[src/rtl/link_dma_seq.sv]
module link_dma_seq #(
  parameter int ADDR_W  = 64,
  parameter int CNT_W   = 32,
  parameter int REG_W   = 32,
  parameter int RA_W    = 3,
  parameter int ALIGN_B = 5,
  parameter int EOL_BIT = 0,
  parameter int EOS_BIT = 3
) (
  input  logic              clk,
  input  logic              rst_n,
  input  logic              reg_wr,
  input  logic [RA_W-1:0]   reg_addr,
  input  logic [REG_W-1:0]  reg_wdata,
  output logic [REG_W-1:0]  reg_rdata,
  output logic              mem_req,
  output logic [ADDR_W-1:0] mem_addr,
  input  logic              mem_ack,
  input  logic [ADDR_W-1:0] mem_rdata,
  output logic              mv_req,
  output logic [ADDR_W-1:0] mv_src,
  output logic [ADDR_W-1:0] mv_dst,
  output logic [CNT_W-1:0]  mv_len,
  input  logic              mv_done,
  input  logic              mv_err,
  output logic              irq
);
  localparam int HI_W = ADDR_W - REG_W;
  localparam logic [ADDR_W-1:0] PTR_MASK = ~((ADDR_W'(1) << ALIGN_B) - ADDR_W'(1));

  typedef enum logic [1:0] {S_IDLE, S_FETCH, S_MOVE} st_t;

  st_t               st;
  logic [1:0]        widx;
  logic [4:0]        mode;
  logic              halted;
  logic [3:0]        ev;
  logic [ADDR_W-1:0] cdar, ndar, src, dst;
  logic [CNT_W-1:0]  bcr;

  logic busy, wr_mode, start, kill;
  assign busy    = (st != S_IDLE);
  assign wr_mode = reg_wr && (reg_addr == RA_W'(0));
  assign start   = wr_mode && reg_wdata[0] && !mode[0] && !busy;
  assign kill    = wr_mode && reg_wdata[1] && busy;

  always_ff @(posedge clk) begin
    if (!rst_n) begin
      st     <= S_IDLE;
      widx   <= '0;
      mode   <= '0;
      halted <= 1'b0;
      ev     <= '0;
      cdar   <= '0;
      ndar   <= '0;
      src    <= '0;
      dst    <= '0;
      bcr    <= '0;
    end else begin
      if (wr_mode) mode <= reg_wdata[4:0];
      if (reg_wr && reg_addr == RA_W'(1)) ev <= ev & ~reg_wdata[5:2];
      if (reg_wr && reg_addr == RA_W'(2) && !busy) cdar[REG_W-1:0] <= reg_wdata;
      if (reg_wr && reg_addr == RA_W'(3) && !busy) cdar[ADDR_W-1:REG_W] <= reg_wdata[HI_W-1:0];
      if (kill) begin
        st     <= S_IDLE;
        halted <= 1'b1;
      end else begin
        case (st)
          S_IDLE: if (start) begin
            st     <= S_FETCH;
            widx   <= '0;
            halted <= 1'b0;
          end
          S_FETCH: if (mem_ack) begin
            widx <= widx + 2'd1;
            case (widx)
              2'd0: src <= mem_rdata;
              2'd1: dst <= mem_rdata;
              2'd2: ndar <= mem_rdata;
              default: begin
                bcr <= mem_rdata[CNT_W-1:0];
                if (mem_rdata[CNT_W-1:0] == '0) begin
                  ev[1]  <= 1'b1;
                  halted <= 1'b1;
                  st     <= S_IDLE;
                end else begin
                  st <= S_MOVE;
                end
              end
            endcase
          end
          S_MOVE: if (mv_done) begin
            if (mv_err) begin
              ev[0]  <= 1'b1;
              halted <= 1'b1;
              st     <= S_IDLE;
            end else begin
              bcr <= '0;
              if (ndar[EOS_BIT]) ev[2] <= 1'b1;
              if (ndar[EOL_BIT]) begin
                ev[3] <= 1'b1;
                st    <= S_IDLE;
              end else begin
                cdar <= ndar & PTR_MASK;
                widx <= '0;
                st   <= S_FETCH;
              end
            end
          end
          default: st <= S_IDLE;
        endcase
      end
    end
  end

  assign mem_req  = (st == S_FETCH);
  assign mem_addr = cdar + {{(ADDR_W-5){1'b0}}, widx, 3'b000};
  assign mv_req   = (st == S_MOVE);
  assign mv_src   = src;
  assign mv_dst   = dst;
  assign mv_len   = bcr;
  assign irq      = (mode[2] & (ev[0] | ev[1])) | (mode[3] & ev[2]) | (mode[4] & ev[3]);

  always_comb begin
    case (reg_addr)
      RA_W'(0): reg_rdata = {{(REG_W-5){1'b0}}, mode};
      RA_W'(1): reg_rdata = {{(REG_W-6){1'b0}}, ev, halted, busy};
      RA_W'(2): reg_rdata = cdar[REG_W-1:0];
      RA_W'(3): reg_rdata = REG_W'(cdar[ADDR_W-1:REG_W]);
      RA_W'(4): reg_rdata = ndar[REG_W-1:0];
      RA_W'(5): reg_rdata = REG_W'(ndar[ADDR_W-1:REG_W]);
      RA_W'(6): reg_rdata = REG_W'(bcr);
      default:  reg_rdata = '0;
    endcase
  end
endmodule

[config.mk]
export PLATFORM = sky130hd
export DESIGN_NAME = link_dma_seq
export DESIGN_NICKNAME = d
export VERILOG_FILES = /design/src/rtl/link_dma_seq.sv
export SDC_FILE = /design/constraint.sdc
export NUM_CORES = 1
export LEC_CHECK = 0
export BUFFER_PORTS_ARGS = -buffer_cell sky130_fd_sc_hd__buf_2
export CAP_MARGIN = 20
export CELL_PAD_IN_SITES_DETAIL_PLACEMENT = 0
export CELL_PAD_IN_SITES_GLOBAL_PLACEMENT = 2
export CORE_AREA = 2 2 231 233
export CTS_CLUSTER_DIAMETER = 80
export CTS_CLUSTER_SIZE = 10
export DETAILED_ROUTE_END_ITERATION = 10
export DIE_AREA = 0 0 233 235
export PLACE_DENSITY_LB_ADDON = 0.1
export SYNTH_ARGS = -nofsm -noshare
export SYNTH_HDL_FRONTEND = slang
export SYNTH_SLANG_ARGS = --single-unit
[constraint.sdc]
create_clock -name clk -period 2.45 [get_ports clk]
set_input_delay 0.245 -clock clk [delete_from_list [all_inputs] [get_ports clk]]
set_output_delay 0.245 -clock clk [all_outputs]
set_load 0.05 [all_outputs]
== Yosys cells after proc, flatten, opt, wreduce, memory -nomap -nowiden ==
Cells that the tools add are included.

* Word-level logic and storage cells: 123
* Output and inout bits: 259
* Input port bits: 105
* Bits in registers: 302

* Eq/ne operators: 22
* Add/sub/neg operators: 2
* Bitwise gates (word level): 10
* Reductions and logical operators: 30
* Muxes and demuxes: 49

{| class="wikitable"
|+ Operator list
! kind !! number
|-
| $mux W64 || 5
|-
| $pmux W32 S7 || 1
|-
| $mux W32 || 6
|-
| $add A64 B5 Y64 || 1
|-
| $pmux W32 S2 || 1
|-
| $logic_not A32 Y1 || 1
|-
| $mux W2 || 13
|-
| $mux W1 || 18
|-
| $reduce_and A4 Y1 || 4
|-
| $reduce_and A7 Y1 || 2
|-
| $ne A3 B1 Y1 const B || 4
|-
| $pmux W2 S3 || 2
|-
| $logic_and A1 B1 Y1 || 11
|-
| $eq A3 B3 Y1 const B || 3
|-
| $mux W4 || 2
|-
| $ne A2 B2 Y1 const B || 4
|-
| $eq A3 B2 Y1 const B || 2
|-
| $reduce_and A6 Y1 || 1
|-
| $and A4 B4 Y4 || 1
|-
| $eq A2 B1 Y1 const B || 2
|-
| $eq A2 B2 Y1 const B || 2
|-
| $logic_not A2 Y1 || 2
|-
| $ne A2 B1 Y1 const B || 2
|-
| $not A4 Y4 || 1
|-
| other kinds (15) || 22
|}

== Longest topological paths before layout ==
* Word-level depth: 9
* Gate-level depth with buffers: 10

== Worst setup path before layout ==
Ideal clock, no wire load.

* Kind: reg2out
* Start: register widx[0]
* End: output port mem_addr[61]
* Cell stages (with the launch flop): 9
* Arrival: 2895 ps
* Buffers on the path: 0
* Slack: -690 ps
* Path through: dfxtp_1 -> ha_1 -> inv_1 -> fa_1 -> nand4b_1 -> nor4_1 -> nand4_1 -> nor3_1 -> xor2_1

* Cells in the longest elaborated chain, start to end: 1

{| class="wikitable"
|+ RTL lines
! what !! line !! text
|-
| from (decl) || 34 || <nowiki>logic [1:0] widx;</nowiki>
|-
| from (signal assigned) || 75 || <nowiki>widx <= widx + 2'd1;</nowiki>
|-
| $add A64 B5 Y64 || 117 || <nowiki>assign mem_addr = cdar + {{(ADDR_W-5){1'b0}}, widx, 3'b000};</nowiki>
|-
| to (decl) || 17 || <nowiki>output logic [ADDR_W-1:0] mem_addr,</nowiki>
|}

Every way passes these cells.

== Final worst setup path ==
* Start: register cdar[3]
* End: output port mem_addr[61]

* Cells in the longest elaborated chain, start to end: 1

{| class="wikitable"
|+ RTL lines
! what !! line !! text
|-
| from (decl) || 38 || <nowiki>logic [ADDR_W-1:0] cdar, ndar, src, dst;</nowiki>
|-
| from (signal, indexed assignment) || 62 || <nowiki>if (reg_wr && reg_addr == RA_W'(2) && !busy) cdar[REG_W-1:0] <= reg_wdata;</nowiki>
|-
| from (signal, indexed assignment) || 63 || <nowiki>if (reg_wr && reg_addr == RA_W'(3) && !busy) cdar[ADDR_W-1:REG_W] <= reg_wdata[HI_W-1:0];</nowiki>
|-
| from (signal assigned) || 104 || <nowiki>cdar <= ndar & PTR_MASK;</nowiki>
|-
| $add A64 B5 Y64 || 117 ||
|}

Every way passes these cells.

==> results_dict.tcl <==
set metrics [dict create \
    status "finished, violations left" \
    violations "negative setup slack" \
    netlist_instances 1751 \
    postRouteAntennaNets 0 \
    setup_slack_ns -0.6351 \
    placed_cell_area_sq_mm 0.01873 \
    start_util_pct 26.68 \
    cts_made_buffers 37 \
    hpwl_um 48330 \
    drt_iter0_drc 761 \
    avgSynthCellArea_sq_um 7.960 \
    hold-worst-slack_ns 0.02936 \
    drv_slew 0 \
    multi_input_area_sq_mm 0.008383 \
    grt_pass1_wl_um 94690 \
    htreeDepth 2 \
    tritoncts "built" \
    synth_edf_count 0 \
    yosysWarningCount 0 \
    hold_viol_final 0 \
    root_buffer "clkbuf_16" \
    place.gp.congestion 0.8527 \
    irDropWorstVdd_mv 0.3554 \
    slew_headroom_pct 58.29 \
    rrSetupSlack_ns 0.17 \
    final_util_pct 40.50 \
    antenna_cells 0 \
    clock_skew_ns 0.01610 \
    syn-num-nets 1867 \
    layout-drive-gt1-share_pct 32.18 \
    core_sq_mm 0.05224 \
    drt_first_pass_iters 5 \
    path_max_fanout 6 \
    io_pins 364 \
    die_h_um 235 \
    num_vias 14280 \
    fin_crit_ns 3.085 \
    die_w_um 233 \
    wl_um 64590 \
    min_period_over_period_pct 125.9 \
    end_kind "output pin" \
    routedWlPerCell_um 22.13 \
    synth_seq_cells 302 \
    first_global_vias 14070 \
    synthFlopType "dfxtp_1" \
    setup.worst_path.start_class "flip-flop" \
    max_cap_viol_count 0 \
    area_growth_pct 51.79 \
    clockBufferDepth 3 \
    preCtsSetupSlack_ns -0.1007 \
    die_area_sq_mm 0.05476 \
    grt_max_degree 73 \
    ys_seq_area_share_pct 43.38 \
    clock_sinks 302 \
    tightest_slew_ns 0.6173 \
    viasPerCell 4.891 \
    p_per_area_mw_per_mm2 623.5 \
    io_buffers 363 \
    grt-ovfl-total 0 \
    fill_cells 5275 \
    finalSetupViolations 49 \
    fin_area_sq_mm 0.02116 \
    synth_area_sq_mm 0.01394 \
    groute.usage.overall_pct 23.02 \
    leakage_nw 8.791 \
    crit_required_ns 2.20 \
    power_mw 13.19 \
    crit_type "reg2out" \
    crit_arrival_ns 2.84 \
    antenna_found_initial 0 \
    max_freq_mhz 324.1 \
    clock_latency_ns 0.55 \
    layout.area.seq_sq_mm 0.006070 \
    async_flop_share_pct 0 \
    synth_cell_types 49 \
    clk_pin_slew_worst_paths_ns 0.06 \
    row_count 84 \
    rsz0062_at_grt "true" \
    drc 0 \
    min_path_type "in2reg" \
    finalNetCount 2338 \
]
==> layer usage <==
| layer | share of wire [%] | track usage, % | vias to the layer above |
|---|---|---|---|
| met2 | 43 | 34.08 | 361 |
| met4 | 3.2 | 7.470 | 0 |
| met3 | 5.2 | 4.709 | 86 |
| met5 | 0 | 0 | - |
| li1 | - | - | 6948 |
| met1 | 48 | 33.13 | 6882 |
==> per-stage QoR <==
stage | TNS [ns] | std cells
floorplan | -1.370 | 1751
detailed placement | -0.4422 | 2801
finish | -17.13 | 2919
CTS | -16.70 | 2909
global placement | -0.1914 | 2801
global route | -22.33 | 2919
==> final cells by class <==
class | count | area share [%]
Multi-Input combinational cell | 1291 | 39.63
Inverter | 17 | 0.3371
Tap cell | 688 | 4.069
Timing Repair Buffer | 573 | 22.53
Clock inverter | 5 | 0.1656
Clock buffer | 43 | 4.578
Sequential cell | 302 | 28.69
==> where the power goes <==
part | leakage [nW] | internal, mW | switching (mW) | total, mW
sequential | 2.44 | 5.13 | 0.195 | 5.33
combinational | 5.85 | 0.957 | 1.98 | 2.94
clock | 0.492 | 2.77 | 2.16 | 4.93
total | 8.79 | 8.86 | 4.33 | 13.2
==> layout by cell type (no fill, tap or decap), types with 10 or more instances in the layout <==
master	count
nand2_1	461
buf_2	294
dfxtp_1	291
a21oi_1	242
buf_4	130
nor2_1	107
mux2i_1	92
buf_12	79
a211oi_1	61
dlygate4sd3_1	46
clkbuf_16	37
nand3b_1	34
nand4_1	30
a221o_1	28
xnor2_2	25
a22o_1	25
buf_6	22
xnor2_4	18
inv_1	13
nand3_4	11
nor4_1	10
==> cells by family (layout without fill, tap and decap cells) <==
| logic type | after synthesis | after routing | synth area share (%) |
|---|---|---|---|
| AND/OR/NAND/NOR | 746 | 746 | 23.28 |
| AO/OA/AOI/OAI | 376 | 376 | 16.63 |
| flip-flops | 302 | 302 | 43.38 |
| buffers and inverters | 158 | 638 | 4.552 |
| multiplexers | 99 | 99 | 7.415 |
| XOR/XNOR | 59 | 59 | 3.708 |
| adder cells (fa/ha/maj) | 11 | 11 | 1.041 |
==> registers in the layout, summed over array words and instances, names as in the netlist <==
name and count:
mv_dst 64, ndar 64, mv_src 64, widx 2, mode 5, cdar 64
ev 4, halted 1, st 2, mv_len 32
==> cells in the mapped netlist (2+ instances only) <==
cell,n,area (sq um)
buf_6,2,22.52
buf_1,5,18.77
and3_1,9,56.30
nand3_1,20,100.1
o21ai_0,6,30.03
dfxtp_1,302,6046
nand2b_1,4,25.02
a21oi_1,243,1216
a22o_1,25,219.0
ha_1,10,125.1
and2_1,6,37.54
nand3b_1,34,255.2
buf_4,3,22.52
mux2i_1,92,920.9
a22oi_1,7,52.55
clkbuf_1,119,446.7
and4_1,6,52.55
nand4_1,30,187.7
xor2_1,14,122.6
a211oi_1,61,457.9
a221oi_1,2,17.52
nor3_1,6,30.03
nand4b_1,4,35.03
buf_2,11,55.05
nor3b_1,2,15.01
a221o_1,28,280.3
nor2b_1,7,43.79
nand2_1,474,1779
xnor2_1,45,394.1
mux4_2,3,67.56
mux2_2,4,45.04
nor2_1,120,450.4
inv_1,16,60.06
or3_1,4,25.02
nor4_1,13,81.33
==> critical path, cell delays in order, from the launching register on <==
cell and delay [ns]:
dfxtp_4 0.36, ha_4 0.14, inv_2 0.04, fa_2 0.36
nand4b_1 0.29, nor4_2 0.24, nand4_1 0.15, buf_6 0.18
nor3_4 0.21, xor2_4 0.18, buf_12 0.15
==> what timing repair did <==
action                                  CTS  global route
hold buffers                             46             0
pin swaps                                43            41
endpoints found under the setup margin   59            55
cloned                                    1             0
buffers inserted                         14            10
hold endpoints to repair                112             0
resized for setup                       116            43
==> final timing paths <==
path         depth (start not counted)                 endpoint               startpoint
max reg2reg                         10      cdar[28]$_SDFF_PN0_       st[0]$_SDFFE_PP0P_
max                                 10             mem_addr[61]       cdar[3]$_SDFF_PN0_
min                                  3   mv_src[6]$_SDFFE_PN0P_             mem_rdata[6]
min reg2reg                          2  mv_src[60]$_SDFFE_PN0P_  mv_src[60]$_SDFFE_PN0P_
Power figures use the tool's default switching activity.
